<file path="config.mk">
export PLATFORM = sky130hd
export DESIGN_NAME = spi_hold_front
export DESIGN_NICKNAME = d
export VERILOG_FILES = /design/src/rtl/spi_hold_pkg.sv /design/src/rtl/spi_sync.sv /design/src/rtl/spi_pause_ctl.sv /design/src/rtl/spi_rx_shift.sv /design/src/rtl/spi_tx_shift.sv /design/src/rtl/spi_hold_front.sv
export SDC_FILE = /design/constraint.sdc
export NUM_CORES = 1
export LEC_CHECK = 0
export ABC_AREA = 1
export BUFFER_PORTS_ARGS = -buffer_cell sky130_fd_sc_hd__buf_2
export CORE_MARGIN = 2
export CORE_UTILIZATION = 58
export CTS_BUF_LIST = sky130_fd_sc_hd__clkbuf_4 sky130_fd_sc_hd__clkbuf_8
export CTS_CLUSTER_SIZE = 10
export DETAILED_ROUTE_END_ITERATION = 8
export GPL_TIMING_DRIVEN = 0
export PLACE_DENSITY = 0.85
export SYNTH_ARGS = -nofsm -noshare
export SYNTH_HDL_FRONTEND = slang
export SYNTH_SLANG_ARGS = --single-unit
</file>
<file path="constraint.sdc">
create_clock -name clk_i -period 2 [get_ports clk_i]
set_clock_uncertainty 0.15 [all_clocks]
set_input_delay 0.2 -clock clk_i [delete_from_list [all_inputs] [get_ports clk_i]]
set_output_delay 0.2 -clock clk_i [all_outputs]
set_load 0.05 [all_outputs]
</file>
<file path="src/rtl/spi_hold_pkg.sv">
`timescale 1ns/1ps
package spi_hold_pkg;
  localparam int BYTE_W = 8;
  localparam int CNT_W  = $clog2(BYTE_W);
  // bit positions inside the synchronized pin bundle
  localparam int PIN_SCK  = 0;
  localparam int PIN_HOLD = 1;
  localparam int PIN_CS   = 2;
  localparam int PIN_SI   = 3;
  localparam int PIN_WP   = 4;
  localparam int PIN_N    = 5;
  localparam int PIN_EDGE = 3;  // low bits that need edge detection
endpackage

</file>
<file path="src/rtl/spi_sync.sv">
`timescale 1ns/1ps
module spi_sync #(
  parameter int W = 5,
  parameter int STAGES = 2,
  parameter int EW = 3,
  parameter logic [W-1:0] RST_VAL = '0
) (
  input  logic          clk_i,
  input  logic          rst_ni,
  input  logic [W-1:0]  d_i,
  output logic [W-1:0]  q_o,
  output logic [EW-1:0] prev_o
);
  logic [W-1:0]  stg_q [STAGES];
  logic [EW-1:0] prv_q;

  always_ff @(posedge clk_i or negedge rst_ni) begin
    if (!rst_ni) begin
      for (int s = 0; s < STAGES; s++) stg_q[s] <= RST_VAL;
      prv_q <= RST_VAL[EW-1:0];
    end else begin
      stg_q[0] <= d_i;
      for (int s = 1; s < STAGES; s++) stg_q[s] <= stg_q[s-1];
      prv_q <= stg_q[STAGES-1][EW-1:0];
    end
  end

  assign q_o    = stg_q[STAGES-1];
  assign prev_o = prv_q;
endmodule

</file>
<file path="src/rtl/spi_pause_ctl.sv">
`timescale 1ns/1ps
module spi_pause_ctl (
  input  logic clk_i,
  input  logic rst_ni,
  input  logic sel_i,
  input  logic sck_lvl_i,
  input  logic hold_lvl_i,
  input  logic hold_chg_i,
  output logic pause_o
);
  logic pause_q;

  always_ff @(posedge clk_i or negedge rst_ni) begin
    if (!rst_ni)                        pause_q <= 1'b0;
    else if (!sel_i)                    pause_q <= 1'b0;
    else if (hold_chg_i && !sck_lvl_i)  pause_q <= !hold_lvl_i;  // edges with SCK high are dropped
  end

  assign pause_o = pause_q;
endmodule

</file>
<file path="src/rtl/spi_rx_shift.sv">
`timescale 1ns/1ps
module spi_rx_shift
  import spi_hold_pkg::*;
#(
  parameter int W = BYTE_W,
  localparam int CW = $clog2(W)
) (
  input  logic         clk_i,
  input  logic         rst_ni,
  input  logic         clr_i,
  input  logic         run_i,
  input  logic         rise_i,
  input  logic         si_i,
  output logic         cnt_zero_o,
  output logic [W-1:0] byte_o,
  output logic         done_o
);
  logic [CW-1:0] cnt_q;
  logic [W-2:0]  sr_q;
  logic [W-1:0]  byte_q;
  logic          done_q;

  always_ff @(posedge clk_i or negedge rst_ni) begin
    if (!rst_ni) begin
      cnt_q  <= '0;
      sr_q   <= '0;
      byte_q <= '0;
      done_q <= 1'b0;
    end else if (clr_i) begin
      cnt_q  <= '0;
      sr_q   <= '0;
      done_q <= 1'b0;
    end else begin
      done_q <= 1'b0;
      if (run_i && rise_i) begin
        sr_q <= {sr_q[W-3:0], si_i};
        if (cnt_q == CW'(W-1)) begin
          cnt_q  <= '0;
          byte_q <= {sr_q, si_i};
          done_q <= 1'b1;
        end else begin
          cnt_q <= cnt_q + 1'b1;
        end
      end
    end
  end

  assign cnt_zero_o = (cnt_q == '0);
  assign byte_o     = byte_q;
  assign done_o     = done_q;
endmodule

</file>
<file path="src/rtl/spi_tx_shift.sv">
`timescale 1ns/1ps
module spi_tx_shift
  import spi_hold_pkg::*;
#(
  parameter int W = BYTE_W
) (
  input  logic         clk_i,
  input  logic         rst_ni,
  input  logic         clr_i,
  input  logic         run_i,
  input  logic         fall_i,
  input  logic         load_i,
  input  logic [W-1:0] tx_i,
  output logic         so_o
);
  logic [W-2:0] sr_q;
  logic         so_q;

  always_ff @(posedge clk_i or negedge rst_ni) begin
    if (!rst_ni) begin
      sr_q <= '0;
      so_q <= 1'b0;
    end else if (clr_i) begin
      sr_q <= '0;
      so_q <= 1'b0;
    end else if (run_i && fall_i) begin
      if (load_i) begin
        so_q <= tx_i[W-1];
        sr_q <= tx_i[W-2:0];
      end else begin
        so_q <= sr_q[W-2];
        sr_q <= {sr_q[W-3:0], 1'b0};
      end
    end
  end

  assign so_o = so_q;
endmodule

</file>
<file path="src/rtl/spi_hold_front.sv">
`timescale 1ns/1ps
module spi_hold_front
  import spi_hold_pkg::*;
#(
  parameter int SYNC_STAGES = 2,
  parameter logic [BYTE_W-3:0] ADDR_HI = 6'b101000
) (
  input  logic              clk_i,
  input  logic              rst_ni,
  input  logic              sck_i,
  input  logic              si_i,
  input  logic              cs_ni,
  input  logic              hold_ni,
  input  logic [1:0]        addr_strap_i,
  input  logic              wp_ni,
  input  logic              rd_active_i,
  input  logic [BYTE_W-1:0] tx_byte_i,
  output logic              so_o,
  output logic              so_oe_o,
  output logic [BYTE_W-1:0] rx_byte_o,
  output logic              rx_vld_o,
  output logic              addr_match_o,
  output logic              wp_block_o
);
  // cs resets to 0 so a pin already low at reset release is not taken as a fall
  localparam logic [PIN_N-1:0] PIN_RST = 5'b10010;

  logic [PIN_N-1:0]    lvl;
  logic [PIN_EDGE-1:0] prv;
  logic sck_rise, sck_fall, hold_chg, cs_fall;
  logic armed_q, sel, clr, run;
  logic pause_q;
  logic cnt_zero, rx_done;
  logic [BYTE_W-1:0] rx_byte;
  logic addr_done_q, match_q, drop_q, oe_q;

  spi_sync #(
    .W(PIN_N), .STAGES(SYNC_STAGES), .EW(PIN_EDGE), .RST_VAL(PIN_RST)
  ) u_sync (
    .clk_i (clk_i),
    .rst_ni(rst_ni),
    .d_i   ({wp_ni, si_i, cs_ni, hold_ni, sck_i}),
    .q_o   (lvl),
    .prev_o(prv)
  );

  assign sck_rise = lvl[PIN_SCK] & ~prv[PIN_SCK];
  assign sck_fall = ~lvl[PIN_SCK] & prv[PIN_SCK];
  assign hold_chg = lvl[PIN_HOLD] ^ prv[PIN_HOLD];
  assign cs_fall  = ~lvl[PIN_CS] & prv[PIN_CS];

  always_ff @(posedge clk_i or negedge rst_ni) begin
    if (!rst_ni)      armed_q <= 1'b0;
    else if (cs_fall) armed_q <= 1'b1;
  end

  assign sel = armed_q & ~lvl[PIN_CS];
  assign clr = ~sel;
  assign run = sel & ~pause_q & ~drop_q;

  spi_pause_ctl u_pause (
    .clk_i     (clk_i),
    .rst_ni    (rst_ni),
    .sel_i     (sel),
    .sck_lvl_i (lvl[PIN_SCK]),
    .hold_lvl_i(lvl[PIN_HOLD]),
    .hold_chg_i(hold_chg),
    .pause_o   (pause_q)
  );

  spi_rx_shift #(.W(BYTE_W)) u_rx (
    .clk_i     (clk_i),
    .rst_ni    (rst_ni),
    .clr_i     (clr),
    .run_i     (run),
    .rise_i    (sck_rise),
    .si_i      (lvl[PIN_SI]),
    .cnt_zero_o(cnt_zero),
    .byte_o    (rx_byte),
    .done_o    (rx_done)
  );

  spi_tx_shift #(.W(BYTE_W)) u_tx (
    .clk_i (clk_i),
    .rst_ni(rst_ni),
    .clr_i (clr),
    .run_i (run & match_q),
    .fall_i(sck_fall),
    .load_i(cnt_zero),
    .tx_i  (tx_byte_i),
    .so_o  (so_o)
  );

  always_ff @(posedge clk_i or negedge rst_ni) begin
    if (!rst_ni) begin
      addr_done_q <= 1'b0;
      match_q     <= 1'b0;
      drop_q      <= 1'b0;
    end else if (clr) begin
      addr_done_q <= 1'b0;
      match_q     <= 1'b0;
      drop_q      <= 1'b0;
    end else if (rx_done && !addr_done_q) begin
      addr_done_q <= 1'b1;
      if (rx_byte == {ADDR_HI, addr_strap_i}) match_q <= 1'b1;
      else                                     drop_q  <= 1'b1;
    end
  end

  always_ff @(posedge clk_i or negedge rst_ni) begin
    if (!rst_ni) oe_q <= 1'b0;
    else         oe_q <= sel & match_q & rd_active_i & ~pause_q;
  end

  assign so_oe_o      = oe_q;
  assign rx_byte_o    = rx_byte;
  assign rx_vld_o     = rx_done & match_q;
  assign addr_match_o = match_q;
  assign wp_block_o   = ~lvl[PIN_WP];
endmodule

</file>
==> results of run 1 <==
[logic make-up (layout without fill, tap and decap cells)]
kind of cell	after synthesis	in the layout	synth area share
simple gates	95	95	0.215
flops	46	46	0.605
buf+inv	35	82	0.0746
compound gates	28	28	0.0851
fa+ha+maj	3	3	0.0196
[critical path, delay by kind of cell, from the launching register on]
| family | cells | cell delay, ps |
|---|---|---|
| simple gates | 4 | 810 |
| flops | 1 | 430 |
| buf+inv | 1 | 100 |
| compound gates | 1 | 100 |
[worst max-delay path by stage]
stage                  startpoint           end  slack, ps  cells after the start
finish              u_sync.q_o[0]  u_tx.sr_q[4]        310                      6
global route        u_sync.q_o[0]  u_tx.sr_q[1]        130                      6
CTS                 u_sync.q_o[0]  u_tx.sr_q[4]        260                      6
detailed placement  u_sync.q_o[0]  u_tx.sr_q[5]        300                      6
global placement    u_sync.q_o[0]  u_tx.sr_q[4]        320                      6
floorplan            addr_match_o  u_tx.sr_q[1]        330                      5
[placed cells by master (no fill, tap or decap)]
cell type	instances
o21ai_2	6
o21ai_1	3
clkinvlp_4	1
nand3_1	20
or2_2	1
o21ai_0	15
nand3_2	1
dfstp_2	5
dfrtp_1	41
clkinv_2	1
ha_1	3
clkbuf_4	5
clkinv_1	1
nand2_2	2
clkinv_4	1
nor2_1	15
clkbuf_1	1
nor3_1	1
inv_1	29
buf_2	33
nor2_2	1
buf_6	1
nor3_4	1
a21oi_1	4
nand2_1	53
dlygate4sd3_1	9
[through the flow]
stage / cells / hold WS (ps) / utilization
after floorplan: 207 / -246 / -
after global placement: 281 / 155 / 0.682
after detailed placement: 281 / 156 / 0.682
after CTS: 298 / 3.61 / 0.730
after global routing: 298 / 45.5 / 0.730
final: 298 / 11.6 / 0.730
[power by group through the flow]
stage	combinational (mW)	clock, mW	sequential, mW
finish	0.130	0.426	0.967
detailed placement	0.117	0	0.985
CTS	0.131	0.440	0.968
global route	0.153	0.476	0.970
floorplan	0.0680	0	0.982
global placement	0.116	0	0.983
[per-layer routing]
metal | routed length (um) | vias up | part of all wire
met5 | 0 | - | 0
met4 | 21 | 0 | 0.0064
met3 | 148 | 4 | 0.045
met2 | 1590 | 38 | 0.49
met1 | 1500 | 670 | 0.46
li1 | - | 740 | -
[sequential cells by signal, summed over array words and instances, names as in the netlist]
name	cells
u_tx.so_o	1
u_sync.stg_q	5
u_sync.q_o	5
u_pause.pause_o	1
u_tx.sr_q	7
armed_q	1
u_rx.byte_o	8
so_oe_o	1
drop_q	1
u_sync.prev_o	3
addr_match_o	1
u_rx.done_o	1
u_rx.cnt_q	3
addr_done_q	1
u_rx.sr_q	7
[what timing repair did]
item,in CTS,in global routing
resized for setup,0,0
hold buffers,9,0
hold endpoints to repair,49,0
[final cells by class]
cell class              count  area [sq um]  area share
multi-input cells         126           612       0.270
clock buffers               5          37.5      0.0166
well taps                  44          55.1      0.0243
flip-flops and latches     46          1160       0.511
plain buffers               5          30.0      0.0133
repair buffers             39           240       0.106
inverters                  30           113      0.0497
clock inverters             3          21.3     0.00939
==> impl_metrics.csv, run 1 <==
group,metric,value,unit
timing,fmaxAchievable,591,MHz
cts,cts_tree,"built",
global_routing,antenna_found_initial,0,
global_routing,grt_use_total,0.204,
cts,cts_htree_levels,2,
die,start_util,0.616,
setup_path,worstPathArrival,1790,ps
cells_and_area,syn_to_final_growth,18.5,%
setup_path,worstPathCellList,"inv_1 > nand2_1 > nor2_1 > nand2_1 > nand2_1 > o21ai_0",
die,fp-row-count,20,
synth,syn_inst,207,
pwr,ir_worst_vdd,604,uV
setup_path,startpoint_type,"flip-flop",
synth,ys_ff_latch,46,
synth,synthesis.nets,228,
timing,tightest_slew,968,ps
pwr,p_sw_frac,0.251,
drt,wirelength,3260,um
hold_path,hold_path_class,"in2reg",
die,dieArea,0.00377,sq mm
global_routing,use_met3,0.0441,
pwr,clock_power_share,0.279,
drt,via_count,1452,
hold_path,min_to,"u_tx.sr_q[6]",
synth,ys_top_cells_by_area,"dfrtp_1 (54%), nand2_1 (10%), dfstp_2 (6.9%)",
drt,drtAntennaViolNets,0,
cts,clk_latency,350,ps
synth,synth_top_area_cell,"dfrtp_1",
pwr,p_switching,382,uW
drt,avgViaCountPerCell,4.87,
setup_path,r2r_end,"u_tx.sr_q[4]",
drt,drc,0,
synth,synth_edf_count,0,
pwr,pwr-share-comb,0.086,
pwr,power_frac_seq,0.635,
setup_path,regToRegSetupSlack,310,ps
timing,rsz0062_at_grt,"no",
setup_path,crit_path_end_kind,"flip-flop",
setup_path,rr_worst_depth,6,
global_routing,grt_pass1_vias,1324,
cts,cts_buffers,5,
hold_path,worst_hold_startpoint,"tx_byte_i[6]",
setup_path,cp_max_fo,7,
pwr,p_leak,1.19,nW
global_routing,busiest_layer,"met2",
drt,drtIter0Drc,61,
die,fp.coreArea,0.00310,sq mm
placement,gp_congestion,0.826,
timing,setup-tns-final,0,ps
setup_path,cpMaxStageDelayCell,"dfrtp_1",
synth,synth_top_area_share,0.537,
placement,hpwl,2260,um
drt,wl_per_cell,10.9,um
timing,timing.final.ws_setup,307,ps
timing,maxSlewViolCount,0,
drt,dr.pass1.iters,5,
synth,yosysMostFrequentCell,"nand2_1",
global_routing,grt_pass1_wl,5530,um
timing,finalSetupViolCount,0,
cts,cts_num_sinks,46,
cells_and_area,final_area,0.00227,sq mm
synth,seq_area_frac_synth,0.605,
setup_path,crit_top_cell,"nand2_1",
cells_and_area,antennaDiodeCount,0,
pwr,p_per_area,672,mW/mm^2
placement,io_buffer_count,30,
cells_and_area,fin_nets,274,
setup_path,critPathKind,"reg2reg",
pwr,finalPower,1.52,mW
global_routing,grt_max_degree,47,
setup_path,r2r-start,"u_sync.q_o[0]",
timing,max_slew_margin,0.355,
die,die_w,61.4,um
synth,synth_cell_type_count,21,
timing,fin_crit,1690,ps
die,boundaryPins,31,
timing,period_share,0.847,
pwr,internal_power,1.14,mW
placement,dpl_cell_area,0.00212,sq mm
cells_and_area,drive_above_1_share,0.232,
global_routing,gr-usage-met2,0.342,
synth,synth_ff_type,"dfrtp_1",
die,dieHeight,61.4,um
synth,yosysWarnings,0,
setup_path,critical_path_required,2100,ps
cts,cts_max_path_buffers,2,
synth,syn_area,0.00191,sq mm
run,cap_violations,0,
global_routing,met1_usage,0.264,
global_routing,overflow,0,
placement,place_ws,295,ps
synth,synth_common_cells,"nand2_1 (53), dfrtp_1 (41), inv_1 (29)",
cts,clkTransAtPathRegs,130,ps
timing,finalHoldViolations,0,
cells_and_area,n_fill_cell,267,
synth,syn_area_per_cell,9.24,sq um
cts,cts_setup_buffers,0,
setup_path,slowest_delay,430,ps
hold_path,hold_depth,3,
synth,synth-async-reset-ratio,1.00,
cts,root_buffer,"clkbuf_4",
run_status,status,"finished clean",
(Power assumes the default switching activity.)
==> inputs of run 2 (changes only) <==
--- a/config.mk
+++ b/config.mk
@@ -5,15 +5,15 @@
 export SDC_FILE = /design/constraint.sdc
 export NUM_CORES = 1
 export LEC_CHECK = 0
-export ABC_AREA = 1
+export ABC_AREA = 0
 export BUFFER_PORTS_ARGS = -buffer_cell sky130_fd_sc_hd__buf_2
 export CORE_MARGIN = 2
-export CORE_UTILIZATION = 58
+export CORE_UTILIZATION = 57
 export CTS_BUF_LIST = sky130_fd_sc_hd__clkbuf_4 sky130_fd_sc_hd__clkbuf_8
 export CTS_CLUSTER_SIZE = 10
 export DETAILED_ROUTE_END_ITERATION = 8
 export GPL_TIMING_DRIVEN = 0
-export PLACE_DENSITY = 0.85
+export PLACE_DENSITY = 0.84
 export SYNTH_ARGS = -nofsm -noshare
 export SYNTH_HDL_FRONTEND = slang
 export SYNTH_SLANG_ARGS = --single-unit
==> constraint.sdc (replaced) <==
create_clock -name clk_i -period 1.7 [get_ports clk_i]
set_clock_uncertainty 0.15 [all_clocks]
set_input_delay 0.17 -clock clk_i [delete_from_list [all_inputs] [get_ports clk_i]]
set_output_delay 0.17 -clock clk_i [all_outputs]
set_load 0.05 [all_outputs]
==> run 2 against run 1 <==
  * The flow now finishes with violations (negative setup slack)
  * First-iteration DRC count is 36% lower
  * Utilization is 5.1 points higher
  * Cell area is 6.1% higher
  * Power is 24% higher
  * Via count is 4.2% lower
  * Die area is 0.73% lower
  * Clock-buffer cell count is 2 higher
  * Global-route usage is 3.2 points higher
  * Critical endpoint is now u_rx.cnt_q[0]
==> impl_metrics.csv, run 2 <==
group,metric,value,unit
synth,synth_cell_type_count,31,
global_routing,overflow,0,
timing,finalSetupViolCount,1,
synth,ys_top_cells_by_area,"dfrtp_1 (55%), dfstp_2 (7.0%), mux2_2 (4.8%)",
run_status,failed_checks,"negative setup slack",
timing,timing.final.ws_setup,-5.69,ps
setup_path,worstPathArrival,1850,ps
pwr,pwr-share-comb,0.091,
global_routing,grt_pass1_wl,6220,um
drt,wirelength,3900,um
setup_path,critical-path-top-delay-family,"simple AND/OR/NAND/NOR gates",
cts,cts_tree,"built",
cells_and_area,drive_above_1_share,0.387,
setup_path,cp_max_fo,7,
synth,yosysWarnings,0,
synth,syn_area_per_cell,12.2,sq um
global_routing,grt_use_total,0.236,
run,cap_violations,0,
timing,fmaxAchievable,586,MHz
synth,synth_ff_type,"dfrtp_1",
synth,seq_area_frac_synth,0.621,
setup_path,critical_path_required,1840,ps
timing,maxSlewViolCount,0,
synth,synth_top_area_share,0.550,
cells_and_area,n_fill_cell,205,
drt,drtIter0Drc,39,
synth,syn_area,0.00186,sq mm
timing,finalHoldViolations,0,
timing,whs,33.6,ps
setup_path,slowest_delay,600,ps
cells_and_area,antennaDiodeCount,0,
placement,hpwl,2420,um
placement,io_buffer_count,30,
cts,clkTransAtPathRegs,120,ps
cts,root_buffer,"clkbuf_4",
synth,syn_inst,153,
global_routing,grt_max_degree,47,
pwr,internal_power,1.44,mW
drt,wl_per_cell,15.2,um
setup_path,cpMaxStageDelayCell,"or4b_4",
synth,ys_ff_latch,46,
drt,drtAntennaViolNets,0,
die,fp.coreArea,0.00308,sq mm
pwr,p_leak,1.19,nW
pwr,power_frac_seq,0.601,
cells_and_area,syn_to_final_growth,28.9,%
timing,setup-tns-final,-5.69,ps
pwr,clock_power_share,0.308,
timing,fin_crit,1710,ps
cells_and_area,fin_nets,232,
timing,tightest_slew,980,ps
timing,rsz0062_at_grt,"yes",
die,dieArea,0.00374,sq mm
drt,dr.pass1.iters,4,
drt,drc,0,
run_status,status,"complete, but fails checks",
synth,synthesis.nets,174,
cts,cts_max_path_buffers,2,
synth,synth_edf_count,0,
timing,max_slew_margin,0.347,
synth,yosysMostFrequentCell,"dfrtp_1",
die,dieHeight,61.2,um
cts,cts_buffers,5,
global_routing,grt_pass1_vias,1379,
setup_path,startpoint_type,"flip-flop",
synth,synth_common_cells,"dfrtp_1 (41), a21oi_1 (14), nand3_1 (14)",
cts,cts_num_sinks,46,
setup_path,critPathKind,"reg2reg",
drt,avgViaCountPerCell,5.43,
cts,cts_htree_levels,2,
cells_and_area,mostFrequentLayoutCells,"dfrtp_1 (37), buf_2 (31), a21oi_1 (14)",
setup_path,worstPathCellList,"or4b_4 > or3_4 > o21ai_2",
pwr,p_switching,445,uW
setup_path,cp.buffers_inverters,0,
pwr,p_sw_frac,0.235,
pwr,p_per_area,786,mW/mm^2
setup_path,crit_path_end_kind,"flip-flop",
cts,clk_latency,350,ps
timing,period_share,1.00,
die,start_util,0.606,
placement,place_ws,-322,ps
synth,synth_top_area_cell,"dfrtp_1",
drt,via_count,1391,
hold_path,hold_path_class,"in2reg",
global_routing,antenna_found_initial,0,
die,fp-row-count,20,
synth,synth-async-reset-ratio,1.00,
cells_and_area,final_common_cell,"dfrtp_1",
cells_and_area,largest_reg_flops,8,
pwr,ir_worst_vdd,742,uV
die,die_w,61.2,um
die,boundaryPins,31,
placement,gp_congestion,0.804,
-- run 2: repair_timing --
action                     in CTS  in global routing
pin swaps                       2                  2
setup endpoints to repair      27                 26
hold endpoints to repair       52                  0
gates resized for setup        11                 19
hold buffers                   12                  0
buffers inserted               10                  0
-- run 2: power by group through the flow --
stage / sequential (mW) / clock (mW) / combinational, mW
floorplan: 1.15 / 0 / 0.0704
global placement: 1.15 / 0 / 0.122
detailed placement: 1.16 / 0 / 0.127
CTS: 1.13 / 0.598 / 0.166
global route: 1.14 / 0.644 / 0.187
finish: 1.14 / 0.582 / 0.171
-- run 2: final timing paths --
| check | startpoint | to | slack [ps] | cells past startpoint |
|---|---|---|---|---|
| max | u_sync.prev_o[0] | u_rx.cnt_q[0] | -6 | 3 |
| min | tx_byte_i[2] | u_tx.sr_q[2] | 30 | 3 |
| max reg2reg | u_sync.prev_o[0] | u_rx.cnt_q[0] | -6 | 3 |
| min reg2reg | u_sync.stg_q[5] | u_sync.q_o[0] | 210 | 0 |
| max in group asynchronous | rst_ni | drop_q | 370 | 2 |
| min in group asynchronous | rst_ni | u_sync.stg_q[5] | 360 | 2 |
-- run 2: tightest hold or removal path: stages --
cell and delay [ps]:
buf_2 90, mux2i_1 150, a211oi_2 90
-- run 2: per-layer routing --
| layer | GRT usage | vias up | routed length (um) |
|---|---|---|---|
| li1 | - | 661 | - |
| met1 | 0.263 | 684 | 1550 |
| met2 | 0.419 | 38 | 2110 |
| met3 | 0.0777 | 8 | 159 |
| met4 | 0.0870 | 0 | 77 |
| met5 | 0 | - | 0 |
-- run 2: final cells by class --
cell class / count / area (sq um) / area share
buffer: 8 / 40.0 / 0.0167
tap: 44 / 55.1 / 0.0229
multi-input combinational: 92 / 693 / 0.288
sequential: 46 / 1160 / 0.484
inverter: 6 / 22.5 / 0.00937
clock inverter: 1 / 8.76 / 0.00364
clock buffer: 7 / 65.1 / 0.0271
timing repair buffer: 52 / 357 / 0.148
-- run 2: cell families (layout without fill, tap and decap cells) --
group | count (synthesis) | in the layout | synth area share
compound gates | 35 | 35 | 0.113
mux | 15 | 15 | 0.0859
xor+xnor | 2 | 2 | 0.00940
buf+inv | 15 | 74 | 0.0309
fa+ha+maj | 3 | 3 | 0.0201
simple gates | 37 | 37 | 0.119
flops | 46 | 46 | 0.621
-- run 2: metrics by stage --
stage	std cells	utilization	instance area, sq um	power [mW]
final	256	0.781	2400	1.89
after global routing	256	0.781	2400	1.97
after CTS	257	0.768	2360	1.90
after detailed placement	227	0.675	2080	1.28
after global placement	227	0.675	2080	1.28
after floorplan	153	-	1870	1.22
==> inputs of run 3 (changes only) <==
--- a/config.mk
+++ b/config.mk
@@ -8,7 +8,7 @@
 export ABC_AREA = 0
 export BUFFER_PORTS_ARGS = -buffer_cell sky130_fd_sc_hd__buf_2
 export CORE_MARGIN = 2
-export CORE_UTILIZATION = 57
+export CORE_UTILIZATION = 58
 export CTS_BUF_LIST = sky130_fd_sc_hd__clkbuf_4 sky130_fd_sc_hd__clkbuf_8
 export CTS_CLUSTER_SIZE = 10
 export DETAILED_ROUTE_END_ITERATION = 8
@@ -16,4 +16,5 @@
 export PLACE_DENSITY = 0.84
 export SYNTH_ARGS = -nofsm -noshare
 export SYNTH_HDL_FRONTEND = slang
+export SYNTH_HIERARCHICAL = 1
 export SYNTH_SLANG_ARGS = --single-unit
==> run 3 against run 2 <==
  * Power is 5.4% higher
  * Maximum frequency increased by 5.1%
  * Hold slack gained 5.5 ps
  * Sequential share of layout area fell by 3.3 points
  * The flow now finishes without violations
  * Clock-buffer cell count decreased by 1
  * Global-route usage shrank 2.9 points
  * Synthesized cell count decreased by 2.0%
  * Routed wire length fell by 1.7%
  * Clock power grew 14%
  * Critical path depth rose by 3
  * Worst setup slack better by 82 ps
==> impl_metrics.csv, run 3 <==
group,metric,value,unit
run_status,status,"finished clean",
pwr,p_per_area,776,mW/mm^2
die,dieHeight,62.9,um
setup_path,cp_max_fo,10,
die,die_w,62.9,um
synth,synth_edf_count,0,
drt,wirelength,3830,um
cts,clkTransAtPathRegs,120,ps
die,dieArea,0.00396,sq mm
timing,period_share,0.955,
cells_and_area,antennaDiodeCount,0,
synth,synth_top_area_share,0.510,
cts,cts_htree_levels,2,
cts,cts_buffers,5,
global_routing,antenna_found_initial,0,
hold_path,hold_path_class,"in2reg",
pwr,p_leak,1.32,nW
timing,rsz0062_at_grt,"no",
timing,tightest_slew,971,ps
die,start_util,0.603,
global_routing,grt_max_degree,47,
setup_path,worstPathArrival,1760,ps
cts,clk_latency,360,ps
drt,wl_per_cell,15.2,um
die,boundaryPins,31,
placement,place_ws,-116,ps
synth,syn_inst,150,
synth,yosysMostFrequentCell,"dfrtp_1",
cells_and_area,syn_to_final_growth,27.6,%
cells_and_area,fin_nets,226,
cells_and_area,largest_reg_flops,8,
synth,synth_cell_type_count,37,
synth,syn_area,0.00201,sq mm
timing,fmaxAchievable,616,MHz
synth,synth_top_area_cell,"dfrtp_1",
cells_and_area,mostFrequentLayoutCells,"dfrtp_1 (41), buf_2 (30), dlygate4sd3_1 (15)",
global_routing,grt_pass1_vias,1375,
run,cap_violations,0,
setup_path,rr_worst_depth,6,
synth,ys_ff_latch,46,
placement,gp_congestion,0.780,
synth,syn_area_per_cell,13.4,sq um
cells_and_area,drive_above_1_share,0.437,
pwr,ir_worst_vdd,506,uV
timing,fin_crit,1620,ps
cts,cts_max_path_buffers,2,
drt,drc,0,
placement,io_buffer_count,30,
cts,cts_tree,"built",
timing,max_slew_margin,0.352,
synth,synth_common_cells,"dfrtp_1 (41), a21oi_1 (10), a21bo_2 (9)",
synth,synth-async-reset-ratio,1.00,
cells_and_area,final_common_cell,"dfrtp_1",
setup_path,crit_path_end_kind,"flip-flop",
synth,ys_top_cells_by_area,"dfrtp_1 (51%), dfstp_2 (6.5%), a21bo_2 (4.5%)",
cts,root_buffer,"clkbuf_4",
die,fp.coreArea,0.00334,sq mm
timing,finalSetupViolCount,0,
global_routing,grt_use_total,0.207,
hold_path,hold_depth,4,
timing,finalHoldViolations,0,
timing,timing.final.ws_setup,76.4,ps
pwr,finalPower,1.99,mW
global_routing,overflow,0,
global_routing,grt_pass1_wl,6270,um
synth,synth_ff_type,"dfrtp_1",
drt,drtIter0Drc,56,
drt,drtAntennaViolNets,0,
placement,hpwl,2480,um
synth,synthesis.nets,171,
timing,maxSlewViolCount,0,
drt,via_count,1333,
setup_path,startpoint_type,"flip-flop",
cts,cts_num_sinks,46,
drt,dr.pass1.iters,4,
drt,avgViaCountPerCell,5.29,
die,fp-row-count,21,
setup_path,critical_path_required,1840,ps
synth,yosysWarnings,6,
setup_path,critPathKind,"reg2reg",
synth,seq_area_frac_synth,0.575,
run 3: cell types whose count changed after synthesis, moves of 2 or more:
cell	change
o21ai_1	+2
a211oi_1	-7
a21bo_2	+8
o2bb2ai_1	+8
buf_4	+5
and4bb_1	+2
o21ai_0	-9
nand3_1	-6
clkbuf_1	-7
buf_6	+5
a21oi_1	-4
run 3: where the power goes:
group / leakage, nW / switching (mW) / internal [mW]
clock: 0.0419 / 0.339 / 0.326
sequential: 0.601 / 0.0104 / 1.12
combinational: 0.682 / 0.103 / 0.0958
total: 1.32 / 0.452 / 1.54
run 3: routing by layer:
| metal | track usage | vias up | part of all wire |
|---|---|---|---|
| met3 | 0.0505 | 7 | 0.035 |
| met4 | 0.0917 | 0 | 0.017 |
| li1 | - | 635 | - |
| met2 | 0.338 | 33 | 0.51 |
| met1 | 0.262 | 658 | 0.44 |
| met5 | 0 | - | 0 |
run 3: worst paths after layout:
path | from | endpoint | slack, ps
max | u_sync/q_o[0] | u_rx/cnt_q[1] | 80
min | addr_strap_i[0] | addr_match_o | 40
max reg2reg | u_sync/q_o[0] | u_rx/cnt_q[1] | 80
min reg2reg | u_sync/stg_q[8] | u_sync/q_o[3] | 220
max in group asynchronous | rst_ni | addr_match_o | 460
min in group asynchronous | rst_ni | u_sync/stg_q[5] | 340
run 3: timing repair:
item	4_1_cts	5_1_grt
endpoints found under the hold margin	55	0
setup buffers	3	1
setup endpoints to repair	25	16
pin swaps	2	8
resized for setup	2	11
cloned	1	0
hold buffers	15	0
run 3: cell families after synthesis:
logic type                 synth area share
muxes                                0.0814
and+or+nand+nor                       0.116
buffers and inverters                0.0603
adders and majority gates            0.0186
DFF                                   0.575
AOI/OAI and AO/OA                     0.135
xor gates and xnor gates             0.0131
run 3: worst max-delay path, cell delays in order, from the launching register on:
cell and delay (ps):
dfrtp_1 380, buf_4 130, nor2b_2 310, buf_6 200, buf_6 150, nand4b_1 90, a21oi_1 160
run 3: layout make-up:
class	count	area (sq um)
plain buffers	9	78.8
clock buffers	6	45.0
clock inverters	2	37.5
fillers	213	768
inverters	6	23.8
multi-input cells	88	826
flip-flops and latches	46	1160
well taps	46	57.6
repair buffers	49	343
run 3: metrics by stage:
| stage | std cells | hold WS [ps] | utilization | cell area [sq um] | TNS [ps] |
|---|---|---|---|---|---|
| after floorplan | 150 | -276 | - | 2020 | 0 |
| after global placement | 226 | 125 | 0.667 | 2230 | -581 |
| after detailed placement | 226 | 127 | 0.667 | 2230 | -1740 |
| after CTS | 251 | 30.7 | 0.748 | 2490 | 0 |
| after global routing | 252 | 47.7 | 0.770 | 2570 | 0 |
| final | 252 | 39.0 | 0.770 | 2570 | 0 |
